$ cat config.mk
export PLATFORM = sky130hd
export DESIGN_NAME = vgs_unit
export DESIGN_NICKNAME = d
export VERILOG_FILES = /design/src/rtl/vgs_pkg.sv /design/src/rtl/vgs_addr_gen.sv /design/src/rtl/vgs_bank_timer.sv /design/src/rtl/vgs_unit.sv
export SDC_FILE = /design/constraint.sdc
export NUM_CORES = 1
export LEC_CHECK = 0
export ABC_AREA = 1
export ABC_CLOCK_PERIOD_IN_PS = 2750
export BUFFER_PORTS_ARGS = -buffer_cell sky130_fd_sc_hd__buf_2
export CAP_MARGIN = 20
export CORE_AREA = 2 2 141 143
export CTS_BUF_LIST = sky130_fd_sc_hd__clkbuf_4 sky130_fd_sc_hd__clkbuf_8
export DETAILED_ROUTE_END_ITERATION = 10
export DIE_AREA = 0 0 143 145
export HOLD_SLACK_MARGIN = 0.15
export SLEW_MARGIN = 20
export SYNTH_ARGS = -nofsm -noshare
export SYNTH_HDL_FRONTEND = slang
export SYNTH_SLANG_ARGS = --single-unit
$ cat constraint.sdc
create_clock -name clk_i -period 2.75 [get_ports clk_i]
set_input_delay 0 -clock clk_i [delete_from_list [all_inputs] [get_ports clk_i]]
set_output_delay 0 -clock clk_i [all_outputs]
set_load 0.05 [all_outputs]
$ cat src/rtl/vgs_pkg.sv
package vgs_pkg;
  typedef enum logic [1:0] {ST_IDLE, ST_ISSUE, ST_WAIT} vgs_state_e;
  typedef enum logic {OP_GATHER = 1'b0, OP_SCATTER = 1'b1} vgs_op_e;
endpackage

$ cat src/rtl/vgs_addr_gen.sv
module vgs_addr_gen #(
  parameter int AW = 32,
  parameter int IW = 16,
  parameter int SH = 3,
  parameter int BW = 3
) (
  input  logic [AW-1:0] base_i,
  input  logic [IW-1:0] idx_i,
  output logic [AW-1:0] addr_o,
  output logic [BW-1:0] bank_o
);
  assign addr_o = base_i + (AW'(idx_i) << SH);
  assign bank_o = addr_o[SH +: BW];
endmodule

$ cat src/rtl/vgs_bank_timer.sv
module vgs_bank_timer #(
  parameter int NBANK    = 8,
  parameter int BUSY_CYC = 6,
  localparam int BW = $clog2(NBANK),
  localparam int CW = $clog2(BUSY_CYC + 1)
) (
  input  logic             clk_i,
  input  logic             rst_ni,
  input  logic             issue_i,
  input  logic [BW-1:0]    issue_bank_i,
  output logic [NBANK-1:0] free_o
);
  logic [CW-1:0] cnt_q [NBANK];

  for (genvar b = 0; b < NBANK; b++) begin : g_bank
    always_ff @(posedge clk_i or negedge rst_ni) begin
      if (!rst_ni)                                 cnt_q[b] <= '0;
      else if (issue_i && issue_bank_i == BW'(b))  cnt_q[b] <= CW'(BUSY_CYC - 1);
      else if (cnt_q[b] != '0)                     cnt_q[b] <= cnt_q[b] - CW'(1);
    end
    assign free_o[b] = (cnt_q[b] == '0);

    a_r6_busy_after_issue: assert property (@(posedge clk_i) disable iff (!rst_ni)
      (issue_i && issue_bank_i == BW'(b)) |=> !free_o[b]);
  end

  a_r6_issue_free: assert property (@(posedge clk_i) disable iff (!rst_ni)
    issue_i |-> free_o[issue_bank_i]);
endmodule

$ cat src/rtl/vgs_unit.sv
module vgs_unit
  import vgs_pkg::*;
#(
  parameter int AW         = 32,
  parameter int DW         = 64,
  parameter int IW         = 16,
  parameter int MAXVL      = 64,
  parameter int NBANK      = 8,
  parameter int ELEM_BYTES = 8,
  parameter int BUSY_CYC   = 6,
  localparam int EW = $clog2(MAXVL),
  localparam int LW = EW + 1,
  localparam int BW = $clog2(NBANK),
  localparam int SH = $clog2(ELEM_BYTES)
) (
  input  logic          clk_i,
  input  logic          rst_ni,
  input  logic          cmd_valid_i,
  output logic          cmd_ready_o,
  input  logic          cmd_op_i,
  input  logic [AW-1:0] cmd_base_i,
  input  logic [LW-1:0] cmd_len_i,
  output logic [EW-1:0] vr_idx_o,
  input  logic [IW-1:0] idx_data_i,
  input  logic [DW-1:0] src_data_i,
  output logic          dst_we_o,
  output logic [EW-1:0] dst_idx_o,
  output logic [DW-1:0] dst_data_o,
  output logic          mem_req_o,
  output logic          mem_we_o,
  output logic [AW-1:0] mem_addr_o,
  output logic [DW-1:0] mem_wdata_o,
  input  logic          mem_rvalid_i,
  input  logic [DW-1:0] mem_rdata_i,
  output logic          done_o
);
  vgs_state_e       state_q;
  vgs_op_e          op_q;
  logic [AW-1:0]    base_q;
  logic [LW-1:0]    len_q, elem_q, ret_q;
  logic             done_q;
  logic [BW-1:0]    bank;
  logic [NBANK-1:0] bank_free;
  logic             issue, ret;

  vgs_addr_gen #(.AW(AW), .IW(IW), .SH(SH), .BW(BW)) u_addr (
    .base_i(base_q), .idx_i(idx_data_i), .addr_o(mem_addr_o), .bank_o(bank)
  );

  vgs_bank_timer #(.NBANK(NBANK), .BUSY_CYC(BUSY_CYC)) u_timer (
    .clk_i, .rst_ni, .issue_i(issue), .issue_bank_i(bank), .free_o(bank_free)
  );

  assign issue       = (state_q == ST_ISSUE) && bank_free[bank];
  assign ret         = mem_rvalid_i && (state_q != ST_IDLE) && (op_q == OP_GATHER);
  assign cmd_ready_o = (state_q == ST_IDLE);
  assign vr_idx_o    = elem_q[EW-1:0];
  assign mem_req_o   = issue;
  assign mem_we_o    = (op_q == OP_SCATTER);
  assign mem_wdata_o = src_data_i;
  assign dst_we_o    = ret;
  assign dst_idx_o   = ret_q[EW-1:0];
  assign dst_data_o  = mem_rdata_i;
  assign done_o      = done_q;

  always_ff @(posedge clk_i or negedge rst_ni) begin
    if (!rst_ni) begin
      state_q <= ST_IDLE;
      op_q    <= OP_GATHER;
      base_q  <= '0;
      len_q   <= '0;
      elem_q  <= '0;
      ret_q   <= '0;
      done_q  <= 1'b0;
    end else begin
      done_q <= 1'b0;
      case (state_q)
        ST_IDLE: if (cmd_valid_i) begin
          op_q   <= vgs_op_e'(cmd_op_i);
          base_q <= cmd_base_i;
          len_q  <= cmd_len_i;
          elem_q <= '0;
          ret_q  <= '0;
          if (cmd_len_i == '0) done_q  <= 1'b1;
          else                 state_q <= ST_ISSUE;
        end
        ST_ISSUE: if (issue) begin
          elem_q <= elem_q + LW'(1);
          if (elem_q == len_q - LW'(1)) begin
            if (op_q == OP_SCATTER) begin
              state_q <= ST_IDLE;
              done_q  <= 1'b1;
            end else begin
              state_q <= ST_WAIT;
            end
          end
        end
        default: ;
      endcase
      // returns can overlap issue; the last one always follows the last issue
      if (ret) begin
        ret_q <= ret_q + LW'(1);
        if (ret_q == len_q - LW'(1)) begin
          state_q <= ST_IDLE;
          done_q  <= 1'b1;
        end
      end
    end
  end

  a_r1_req_not_idle: assert property (@(posedge clk_i) disable iff (!rst_ni)
    mem_req_o |-> !cmd_ready_o);
  a_r8_zero_len_done: assert property (@(posedge clk_i) disable iff (!rst_ni)
    (cmd_valid_i && cmd_ready_o && cmd_len_i == '0) |=> (done_o && !mem_req_o));
  a_r7_done_idle: assert property (@(posedge clk_i) disable iff (!rst_ni)
    done_o |-> cmd_ready_o);
  a_r5_elem_step: assert property (@(posedge clk_i) disable iff (!rst_ni)
    mem_req_o |=> (vr_idx_o == EW'($past(vr_idx_o) + EW'(1))));
  a_r4_no_write_on_return: assert property (@(posedge clk_i) disable iff (!rst_ni)
    dst_we_o |-> !(mem_req_o && mem_we_o));
endmodule

==> results of run 1 <==
-- flip-flops by register name, indices dropped and copies added, names as in the netlist --
| register | count |
|---|---|
| u_timer.cnt_q | 24 |
| mem_we_o | 1 |
| base_q | 32 |
| elem_q | 7 |
| done_o | 1 |
| len_q | 7 |
| ret_q | 7 |
| state_q | 2 |
-- per-stage QoR --
step / cells / util [%] / hold WS (ns)
2_1_floorplan: 918 / - / -0.2956
3_3_place_gp: 1143 / 33.31 / 0.0003409
6_report: 1328 / 43.37 / 0.1609
5_1_grt: 1328 / 43.37 / 0.2180
3_5_place_dp: 1143 / 33.31 / 0.0003409
4_1_cts: 1327 / 43.20 / 0.1753
-- layout by cell type (no fill, tap or decap), types with 2 or more instances in the layout --
cell,instances
a21oi_1,23
a21oi_2,3
a31oi_1,2
buf_2,105
buf_4,7
clkbuf_8,10
dfrtp_1,81
dlygate4sd3_1,170
ha_1,35
inv_1,100
inv_2,2
nand2_1,260
nand2_2,3
nand3_1,55
nand3b_1,2
nand4_1,9
nor2_1,57
nor2_2,7
nor2_4,2
nor3_1,7
nor4_1,4
o211ai_1,2
o21ai_0,51
o21ai_1,4
o21ai_2,3
or2_2,2
xnor2_1,14
xor2_1,21
-- worst max path at each step --
stage / end / from / slack, ns
3_5_place_dp: u_timer.cnt_q[19] / base_q[3] / 0.22
5_1_grt: mem_addr_o[20] / base_q[5] / 0.005
3_3_place_gp: u_timer.cnt_q[19] / base_q[3] / 0.28
2_1_floorplan: u_timer.cnt_q[10] / base_q[3] / 0.32
6_report: mem_addr_o[29] / base_q[13] / 0.12
4_1_cts: mem_req_o / base_q[3] / 0.008
-- layer usage --
| layer | wire length (µm) | part of all wire [%] | vias up | global-route usage [%] |
|---|---|---|---|---|
| met5 | 0 | 0 | - | 0 |
| met2 | 9041 | 47 | 275 | 29.19 |
| li1 | - | - | 3026 | - |
| met3 | 1232 | 6.5 | 38 | 3.432 |
| met1 | 8343 | 44 | 2771 | 23.58 |
| met4 | 479 | 2.5 | 0 | 6.980 |
-- power breakdown --
part	total [mW]	internal, mW	switching [mW]
clock	0.922	0.444	0.478
combinational	0.788	0.229	0.559
sequential	1.19	1.19	0
-- cell families after synthesis --
logic type | after synthesis | synth area share [%]
XOR/XNOR | 36 | 5.007
AO/OA/AOI/OAI | 96 | 7.965
AND/OR/NAND/NOR | 413 | 26.47
flip-flops | 81 | 30.72
buffers and inverters | 256 | 22.89
adder cells (fa/ha/maj) | 36 | 6.941
-- final cells by class --
| cell class | instances | area (µm²) |
|---|---|---|
| clock buffer | 11 | 145.1 |
| clock inverter | 3 | 42.54 |
| fill | 1937 | 10880 |
| inverter | 103 | 386.6 |
| multi-input combinational | 581 | 3087 |
| sequential | 81 | 2027 |
| tap | 265 | 331.6 |
| timing repair buffer | 284 | 2311 |
-- repair_timing --
| action | 4_1_cts | 5_1_grt |
|---|---|---|
| setup endpoints to repair | 2 | 10 |
| pin swaps | 1 | 1 |
| setup buffers | 0 | 1 |
| hold endpoints to repair | 220 | 0 |
| gates resized for setup | 3 | 11 |
| hold buffers | 170 | 0 |
-- critical path: cells and delay by family, from the launching register on --
kind / cells / cell delay [ns]
flops: 1 / 0.42
simple gates: 6 / 0.91
fa+ha+maj: 1 / 0.39
buf+inv: 2 / 0.34
xor+xnor: 1 / 0.19
==> impl_metrics.py, run 1 <==
metrics = {
    "clock_tree": {
        "cts_max_path_buffers": 2,
        "root_buffer": "clkbuf_8",
        "cts_tree": "built",
        "cts-buffers-inserted": 9,
        "cts.sinks": 81,
        "cts_htree_levels": 3,
        "clk_pin_slew_ns": 0.10,
        "clk_latency_ns": 0.38,
    },
    "final_layout": {
        "finish.instance_area_um2": 8330,
        "nNetsFinal": 1284,
        "antenna_cells": 0,
        "area_delta_synth_final_pct": 26.27,
        "drive_gt1_share_pct": 14.77,
    },
    "route": {
        "wl_mm": 19.10,
        "drcViolationCount": 0,
        "num_vias": 6110,
        "drt_iter0_markers": 402,
        "routed_via_density": 4.601,
        "wl_per_cell_um": 14.38,
        "first_pass_iters": 5,
        "ant_nets": 0,
    },
    "pwr": {
        "p_leak_nw": 4.304,
        "ir_worst_vdd_v": 0.0001862,
        "powerDensity_nw_per_um2": 348.2,
        "fin_total_pwr_mw": 2.900,
    },
    "run_status": {
        "status": "finished, final reports clean",
    },
    "hold_path": {
        "hold_path_class": "in -> async",
    },
    "floorplan": {
        "core_area_um2": 19210,
        "die_w_um": 143,
        "initial_core_util_pct": 34.35,
        "die_area_um2": 20740,
        "num_rows": 51,
        "top_level_ports": 365,
        "die_y_um": 145,
    },
    "timing": {
        "clock_skew_ns": 0.02199,
        "fmax_ghz": 0.3808,
        "fin_ws_ns": 0.1239,
        "relSlewSlack_pct": 51.07,
        "grt_setup_unrepaired": "false",
        "fin_setup_tns_ns": 0,
        "setup_viol": 0,
        "min_period_over_period_pct": 95.49,
        "fin_crit_ns": 2.626,
        "finalHoldViolCount": 0,
        "tightestPinTransition_ns": 0.7294,
        "maxSlewViolCount": 0,
    },
    "global_routing": {
        "grt_antenna_before_repair": 0,
        "grt_pass1_wl_mm": 29.48,
        "grt_max_degree": 48,
        "grt_pass1_vias": 5811,
        "grt_overflow_total": 0,
        "grt_usage_pct": 18.01,
    },
    "place": {
        "dpl-instance-area_um2": 6399,
        "pre_cts_ws_ns": 0.2219,
        "port_buffers": 108,
        "dp_hpwl_mm": 12.98,
        "place_congestion": 0.9416,
    },
    "synthesis": {
        "yosysMostFrequentCell": "nand2_1",
        "ys_ff_latch": 81,
        "synth_commonest_cells": "260 x nand2_1, 143 x buf_4, 101 x inv_1",
        "ys_seq_area_share_pct": 30.72,
        "synthesis.area_um2": 6598,
        "synth_area_per_cell_um2": 7.187,
        "ys_warn_count": 0,
        "synth_ff_type": "dfrtp_1",
        "synth_edf_count": 0,
        "synth_largest_area_cell": "dfrtp_1",
        "ys_top_cells_by_area": "dfrtp_1 31%, buf_4 16%, nand2_1 15%",
        "synth_cells": 918,
        "synth_nets": 1142,
        "ys_types": 43,
        "async_reset_ff_share_pct": 100.0,
        "netlist.area_leader.share_pct": 30.72,
    },
    "setup_path": {
        "worstSetupStartpointType": "flop",
        "slowest_stage": "dfrtp_1",
        "cp.arrival_ns": 2.63,
        "cp_slowest_stage_delay_ns": 0.42,
        "r2r_cells": 14,
        "worstReg2RegStart": "base_q[3]",
        "reg2reg_to": "u_timer.cnt_q[19]",
        "critPathRequiredTime_ns": 2.75,
        "critPathKind": "reg -> out",
        "path_cells": "ha_1 > nand2_1 > inv_1 > nand2_1 > nor3_2 > nand4_1 > nand3_1 > and2_1 > xor2_1 > buf_4",
        "path_common_cell": "nand2_1",
        "worst-r2r-setup-slack_ns": 0.33,
        "worstPathMaxFanout": 4,
        "end_kind": "output port",
    },
    "flow_run": {
        "max_cap_viol_count": 0,
    },
}
Power figures use the tool's default switching activity.
==> run 2: changes to the inputs <==
==> constraint.sdc (replaced) <==
create_clock -name clk_i -period 2.75 [get_ports clk_i]
set_input_delay 0.1375 -clock clk_i [delete_from_list [all_inputs] [get_ports clk_i]]
set_output_delay 0.1375 -clock clk_i [all_outputs]
set_load 0.05 [all_outputs]
==> run 2 against run 1 <==
Effect of this change: routed wire length down 12%; sequential share of layout area up 3.9 points; design area down 14%; sequential power about the same; cell count down 9.1%; maximum frequency about the same; global-route usage down 1.4 points; non-clock buffer count down 122; largest cell class unchanged; first-iteration DRC count up 4.0%; worst hold slack better by 0.084 ns.
==> impl_metrics.py, run 2 (synthesized netlist as in run 1, its figures left out) <==
metrics = {
    "run_status": {
        "status": "finished, final reports clean",
    },
    "clock_tree": {
        "cts_tree": "built",
        "clk_latency_ns": 0.38,
        "cts_htree_levels": 3,
        "clk_pin_slew_ns": 0.09,
        "cts-buffers-inserted": 9,
        "cts.sinks": 81,
        "cts_max_path_buffers": 2,
        "root_buffer": "clkbuf_8",
    },
    "final_layout": {
        "area_delta_synth_final_pct": 9.008,
        "multi_input_area_um2": 3147,
        "top_regs": "base_q: 32 flops, u_timer.cnt_q: 24 flops",
        "final_cell_mix": "260 x nand2_1, 99 x inv_1, 96 x buf_2",
        "antenna_cells": 0,
        "nNetsFinal": 1162,
        "final-seq-area_um2": 2027,
        "largest_reg_flops": 32,
        "final_util_pct": 37.44,
        "final_common_cell": "nand2_1",
        "nFillCells": 2060,
        "top_register": "base_q",
        "drive_gt1_share_pct": 18.58,
    },
    "global_routing": {
        "grt_pass1_vias": 5357,
        "grt_max_degree": 82,
        "grt_usage_pct": 16.56,
        "grt_antenna_before_repair": 0,
        "grt_pass1_wl_mm": 27.14,
        "grt_overflow_total": 0,
    },
    "floorplan": {
        "core_area_um2": 19210,
        "initial_core_util_pct": 34.35,
        "die_y_um": 145,
        "die_area_um2": 20740,
        "num_rows": 51,
        "top_level_ports": 365,
        "die_w_um": 143,
    },
    "timing": {
        "setup_viol": 0,
        "clock_skew_ns": 0.01685,
        "relSlewSlack_pct": 64.71,
        "maxSlewViolCount": 0,
        "fin_crit_ns": 2.625,
        "grt_setup_unrepaired": "false",
        "min_period_over_period_pct": 95.46,
        "tightestPinTransition_ns": 0.5245,
        "fin_setup_tns_ns": 0,
        "fmax_ghz": 0.3809,
        "finalHoldViolCount": 0,
    },
    "route": {
        "first_pass_iters": 5,
        "routed_via_density": 4.606,
        "ant_nets": 0,
        "wl_mm": 16.86,
        "drcViolationCount": 0,
        "wl_per_cell_um": 13.97,
        "num_vias": 5560,
        "drt_iter0_markers": 418,
    },
    "place": {
        "dp_hpwl_mm": 12.85,
        "place_congestion": 0.9195,
        "port_buffers": 108,
    },
    "hold_path": {
        "min-delay-start": "cmd_valid_i",
        "worstHoldPathCells": 5,
        "hold_path_class": "in -> reg",
        "holdPathEnd": "elem_q[2]",
    },
    "setup_path": {
        "reg2reg_to": "u_timer.cnt_q[19]",
        "worstSetupStartpointType": "flop",
        "worst-r2r-setup-slack_ns": 0.23,
        "critPathKind": "reg -> out",
        "cp.arrival_ns": 2.49,
        "worstPathMaxFanout": 4,
        "worstReg2RegStart": "base_q[3]",
        "critPathRequiredTime_ns": 2.61,
        "r2r_cells": 13,
        "end_kind": "output port",
    },
    "pwr": {
        "p_leak_nw": 3.830,
        "ir_worst_vdd_v": 0.0001921,
        "powerDensity_nw_per_um2": 333.3,
    },
    "flow_run": {
        "max_cap_viol_count": 0,
    },
}
==> run 2: where the power goes <==
group | switching (mW) | internal, mW | leakage [nW] | total, mW
Clock | 0.457 | 0.473 | 0.104 | 0.930
Combinational | 0.168 | 0.109 | 2.69 | 0.277
Sequential | 0 | 1.19 | 1.03 | 1.19
==> run 2: how the worst max path moves through the flow <==
stage,startpoint,to,slack (ns),cells after the start
2_1_floorplan,base_q[3],mem_addr_o[19],0.26,8
3_3_place_gp,base_q[3],u_timer.cnt_q[19],0.18,13
3_5_place_dp,base_q[3],u_timer.cnt_q[19],0.10,13
4_1_cts,base_q[3],mem_req_o,0.01,11
5_1_grt,base_q[3],mem_req_o,0.0003,10
6_report,base_q[3],mem_addr_o[11],0.12,9
==> run 2: per-stage QoR <==
stage	instances	power, mW	hold WS, ns	cell area [µm²]	setup slack (ns)
floorplan	918	1.832	-0.1581	6598	0.2558
global placement	1145	1.439	0.2116	6414	0.1850
detailed placement	1145	1.439	0.2067	6414	0.1006
CTS	1202	2.423	0.2281	7054	0.01168
global route	1207	2.497	0.2571	7192	0.0003075
finish	1207	2.397	0.2450	7192	0.1249
==> run 2: repair_timing <==
action / 4_1_cts / 5_1_grt
pin swaps: 1 / 4
setup buffers: 0 / 5
setup endpoints to repair: 6 / 16
hold buffers: 42 / 0
gates resized for setup: 8 / 32
hold endpoints to repair: 123 / 0
==> run 2: final cells by class <==
class | instances | area share (%)
Clock inverter | 2 | 0.5393
Inverter | 103 | 5.376
Clock buffer | 13 | 2.227
Sequential cell | 81 | 28.18
Timing Repair Buffer | 162 | 15.31
Tap cell | 265 | 4.610
Multi-Input combinational cell | 581 | 43.75
==> run 2: worst max-delay path: stages (launching register included) <==
cell      delay (ns)
dfrtp_1         0.36
ha_2            0.20
inv_2           0.06
fa_2            0.41
inv_1           0.14
a21oi_1         0.13
o21ai_2         0.21
buf_4           0.14
xor2_1          0.19
clkbuf_4        0.27
==> run 2: metal layers <==
layer | track usage, % | up-vias | routed length, µm
li1 | - | 2784 | -
met1 | 22.64 | 2551 | 7831
met2 | 24.57 | 163 | 7361
met3 | 3.597 | 62 | 1066
met4 | 8.218 | 0 | 604
met5 | 0 | - | 0
==> run 3: changes to the inputs <==
--- a/config.mk
+++ b/config.mk
@@ -5,14 +5,13 @@
 export SDC_FILE = /design/constraint.sdc
 export NUM_CORES = 1
 export LEC_CHECK = 0
-export ABC_AREA = 1
 export ABC_CLOCK_PERIOD_IN_PS = 2750
 export BUFFER_PORTS_ARGS = -buffer_cell sky130_fd_sc_hd__buf_2
 export CAP_MARGIN = 20
-export CORE_AREA = 2 2 141 143
+export CORE_AREA = 2 2 143 145
 export CTS_BUF_LIST = sky130_fd_sc_hd__clkbuf_4 sky130_fd_sc_hd__clkbuf_8
 export DETAILED_ROUTE_END_ITERATION = 10
-export DIE_AREA = 0 0 143 145
+export DIE_AREA = 0 0 145 147
 export HOLD_SLACK_MARGIN = 0.15
 export SLEW_MARGIN = 20
 export SYNTH_ARGS = -nofsm -noshare
==> run 3 against run 2 <==
Effect of this change: the run now ends with negative setup slack left; first-iteration DRC count decreased by 50%; routed wire length fell by 11%; count of clock-buffer cells in the layout fell by 2; non-clock buffer count rose by 20; clock skew down 0.0028 ns; highest routed layer unchanged.
==> impl_metrics.py, run 3 <==
metrics = {
    "run_status": {
        "status": "complete, but fails checks",
        "violations": "negative setup slack",
    },
    "final_layout": {
        "area_delta_synth_final_pct": 15.81,
        "antenna_cells": 0,
        "drive_gt1_share_pct": 27.71,
        "largest_reg_flops": 32,
        "final_cell_mix": "163 x nand2_1, 88 x buf_2, 81 x dfrtp_1",
        "top_register": "base_q",
        "nFillCells": 2064,
        "top_regs": "base_q: 32 flops, u_timer.cnt_q: 24 flops",
        "final_util_pct": 36.49,
        "stdcell_count": 1046,
        "nNetsFinal": 995,
        "final_common_cell": "nand2_1",
        "final-seq-area_um2": 2027,
        "multi_input_area_um2": 3214,
    },
    "synthesis": {
        "ys_warn_count": 0,
        "synth_nets": 960,
        "ys_top_cells_by_area": "dfrtp_1 32%, buf_4 17%, nand2_1 9.8%",
        "ys_seq_area_share_pct": 32.41,
        "synth_commonest_cells": "163 x nand2_1, 143 x buf_4, 81 x dfrtp_1",
        "async_reset_ff_share_pct": 100.0,
        "synth_ff_type": "dfrtp_1",
        "synth_edf_count": 0,
        "ys_ff_latch": 81,
        "synth_cells": 736,
        "synthesis.area_um2": 6253,
        "synth_largest_area_cell": "dfrtp_1",
        "ys_types": 57,
        "synth_area_per_cell_um2": 8.497,
        "yosysMostFrequentCell": "nand2_1",
        "netlist.area_leader.share_pct": 32.41,
    },
    "setup_path": {
        "crit_buf_inv": 3,
        "critPathRequiredTime_ns": 2.61,
        "crit_family": "adder cells",
        "cp_slowest_stage_delay_ns": 0.36,
        "end_kind": "output port",
        "critPathKind": "reg -> out",
        "cp.arrival_ns": 2.76,
        "worstReg2RegStart": "base_q[3]",
        "r2r_cells": 8,
        "worst-r2r-setup-slack_ns": 0.17,
        "path_cells": "ha_2 > inv_2 > fa_2 > nand2b_4 > a21o_1 > a211oi_2 > nor3_4 > buf_6 > and3b_1 > xor2_1 > buf_4",
        "worstSetupStartpointType": "flop",
        "worstPathMaxFanout": 4,
        "reg2reg_to": "state_q[1]",
        "slowest_stage": "dfrtp_1",
    },
    "route": {
        "wl_per_cell_um": 14.42,
        "wl_mm": 15.08,
        "num_vias": 4803,
        "routed_via_density": 4.592,
        "drt_iter0_markers": 211,
        "drcViolationCount": 0,
        "ant_nets": 0,
        "first_pass_iters": 5,
    },
    "hold_path": {
        "worstHoldPathCells": 3,
        "holdPathEnd": "ret_q[0]",
        "min-delay-start": "mem_rvalid_i",
        "hold_path_class": "in -> reg",
    },
    "timing": {
        "tightestPinTransition_ns": 0.4781,
        "clock_skew_ns": 0.01405,
        "setup_viol": 8,
        "fin_setup_tns_ns": -0.8111,
        "fin_crit_ns": 2.895,
        "maxSlewViolCount": 0,
        "grt_setup_unrepaired": "true",
        "fin_ws_ns": -0.1454,
        "min_period_over_period_pct": 105.3,
        "fmax_ghz": 0.3454,
        "finalHoldViolCount": 0,
        "relSlewSlack_pct": 68.13,
    },
    "floorplan": {
        "die_y_um": 147,
        "top_level_ports": 365,
        "die_area_um2": 21320,
        "core_area_um2": 19840,
        "initial_core_util_pct": 31.51,
        "die_w_um": 145,
        "num_rows": 52,
    },
    "place": {
        "place_congestion": 0.8525,
        "dp_hpwl_mm": 10.95,
        "port_buffers": 108,
        "place_inst": 980,
        "pre_cts_ws_ns": 0.03766,
    },
    "global_routing": {
        "grt_overflow_total": 0,
        "grt_max_degree": 82,
        "grt_pass1_wl_mm": 24.96,
        "grt_antenna_before_repair": 0,
        "grt_pass1_vias": 4996,
        "grt_usage_pct": 14.43,
    },
    "clock_tree": {
        "cts_max_path_buffers": 2,
        "cts-buffers-inserted": 9,
        "clk_pin_slew_ns": 0.10,
        "cts_tree": "built",
        "cts_htree_levels": 3,
        "root_buffer": "clkbuf_8",
        "clk_latency_ns": 0.37,
        "cts.sinks": 81,
    },
    "pwr": {
        "p_leak_nw": 3.634,
        "powerDensity_nw_per_um2": 1320,
        "ir_worst_vdd_v": 0.0005527,
    },
    "flow_run": {
        "max_cap_viol_count": 0,
    },
}
==> run 3: changes by cell type after synthesis, moves of 14 or more <==
cell and delta:
nand2_1 -97, inv_1 -71, nand3_1 -42, o21ai_0 -33, nor2_1 -18, xnor2_1 +14
==> run 3: kinds of logic after synthesis <==
| family | synth area share, % |
|---|---|
| simple gates | 21.71 |
| buf+inv | 19.97 |
| compound gates | 8.804 |
| flops | 32.41 |
| xor+xnor | 7.783 |
| fa+ha+maj | 7.323 |
| mux | 2.001 |
==> run 3: worst max-delay path by stage <==
stage | from | end | slack, ns | cells after the start
6_report | base_q[3] | mem_addr_o[23] | -0.15 | 11
4_1_cts | base_q[3] | mem_addr_o[23] | -0.26 | 11
5_1_grt | base_q[3] | mem_addr_o[21] | -0.27 | 12
2_1_floorplan | base_q[3] | mem_addr_o[25] | 0.02 | 9
3_5_place_dp | base_q[3] | mem_addr_o[31] | 0.04 | 11
3_3_place_gp | base_q[3] | mem_addr_o[31] | 0.07 | 11
==> run 3: what timing repair did <==
item | in CTS | in global routing
endpoints found under the hold margin | 121 | 0
setup buffers | 6 | 4
hold buffers | 41 | 0
gates resized for setup | 45 | 33
pin swaps | 18 | 20
endpoints found under the setup margin | 18 | 20
==> run 3: final cells by class <==
| cell class | count | area share [%] |
|---|---|---|
| multi-input cells | 466 | 44.38 |
| flip-flops and latches | 81 | 27.99 |
| repair buffers | 182 | 18.04 |
| well taps | 270 | 4.665 |
| clock buffers | 11 | 2.004 |
| inverters | 31 | 1.728 |
| clock inverters | 5 | 1.192 |
==> run 3: report_power, final <==
| group | internal (mW) | total [mW] | switching [mW] |
|---|---|---|---|
| clock network | 0.553 | 1.04 | 0.484 |
| logic | 2.38 | 6.27 | 3.89 |
| registers | 1.74 | 2.25 | 0.514 |
| total | 4.67 | 9.56 | 4.89 |
==> run 3: routing by layer <==
layer  share of wire [%]  GRT usage (%)  vias up
met3                 4.9          3.043       63
met4                 3.4          7.574        0
met5                   0              0        -
met2                  45          22.62      149
met1                  47          18.81     2244
li1                    -              -     2347
==> run 3: per-stage QoR <==
step | hold slack [ns] | cell area, µm² | power, mW
after floorplan | -0.1581 | 6282 | 7.159
after global placement | 0.2236 | 6225 | 7.880
after detailed placement | 0.2216 | 6225 | 7.965
after CTS | 0.2165 | 7089 | 9.415
after global routing | 0.2504 | 7242 | 10.28
final | 0.2464 | 7242 | 9.562
==> run 3: worst reg2reg max path, delay by kind of cell, from the launching register on <==
kind,cells,cell delay [ns]
DFF,1,0.36
adders and majority gates,2,0.80
muxes,1,0.60
AOI/OAI and AO/OA,1,0.13
buffers and inverters,1,0.04
and+or+nand+nor,3,0.59
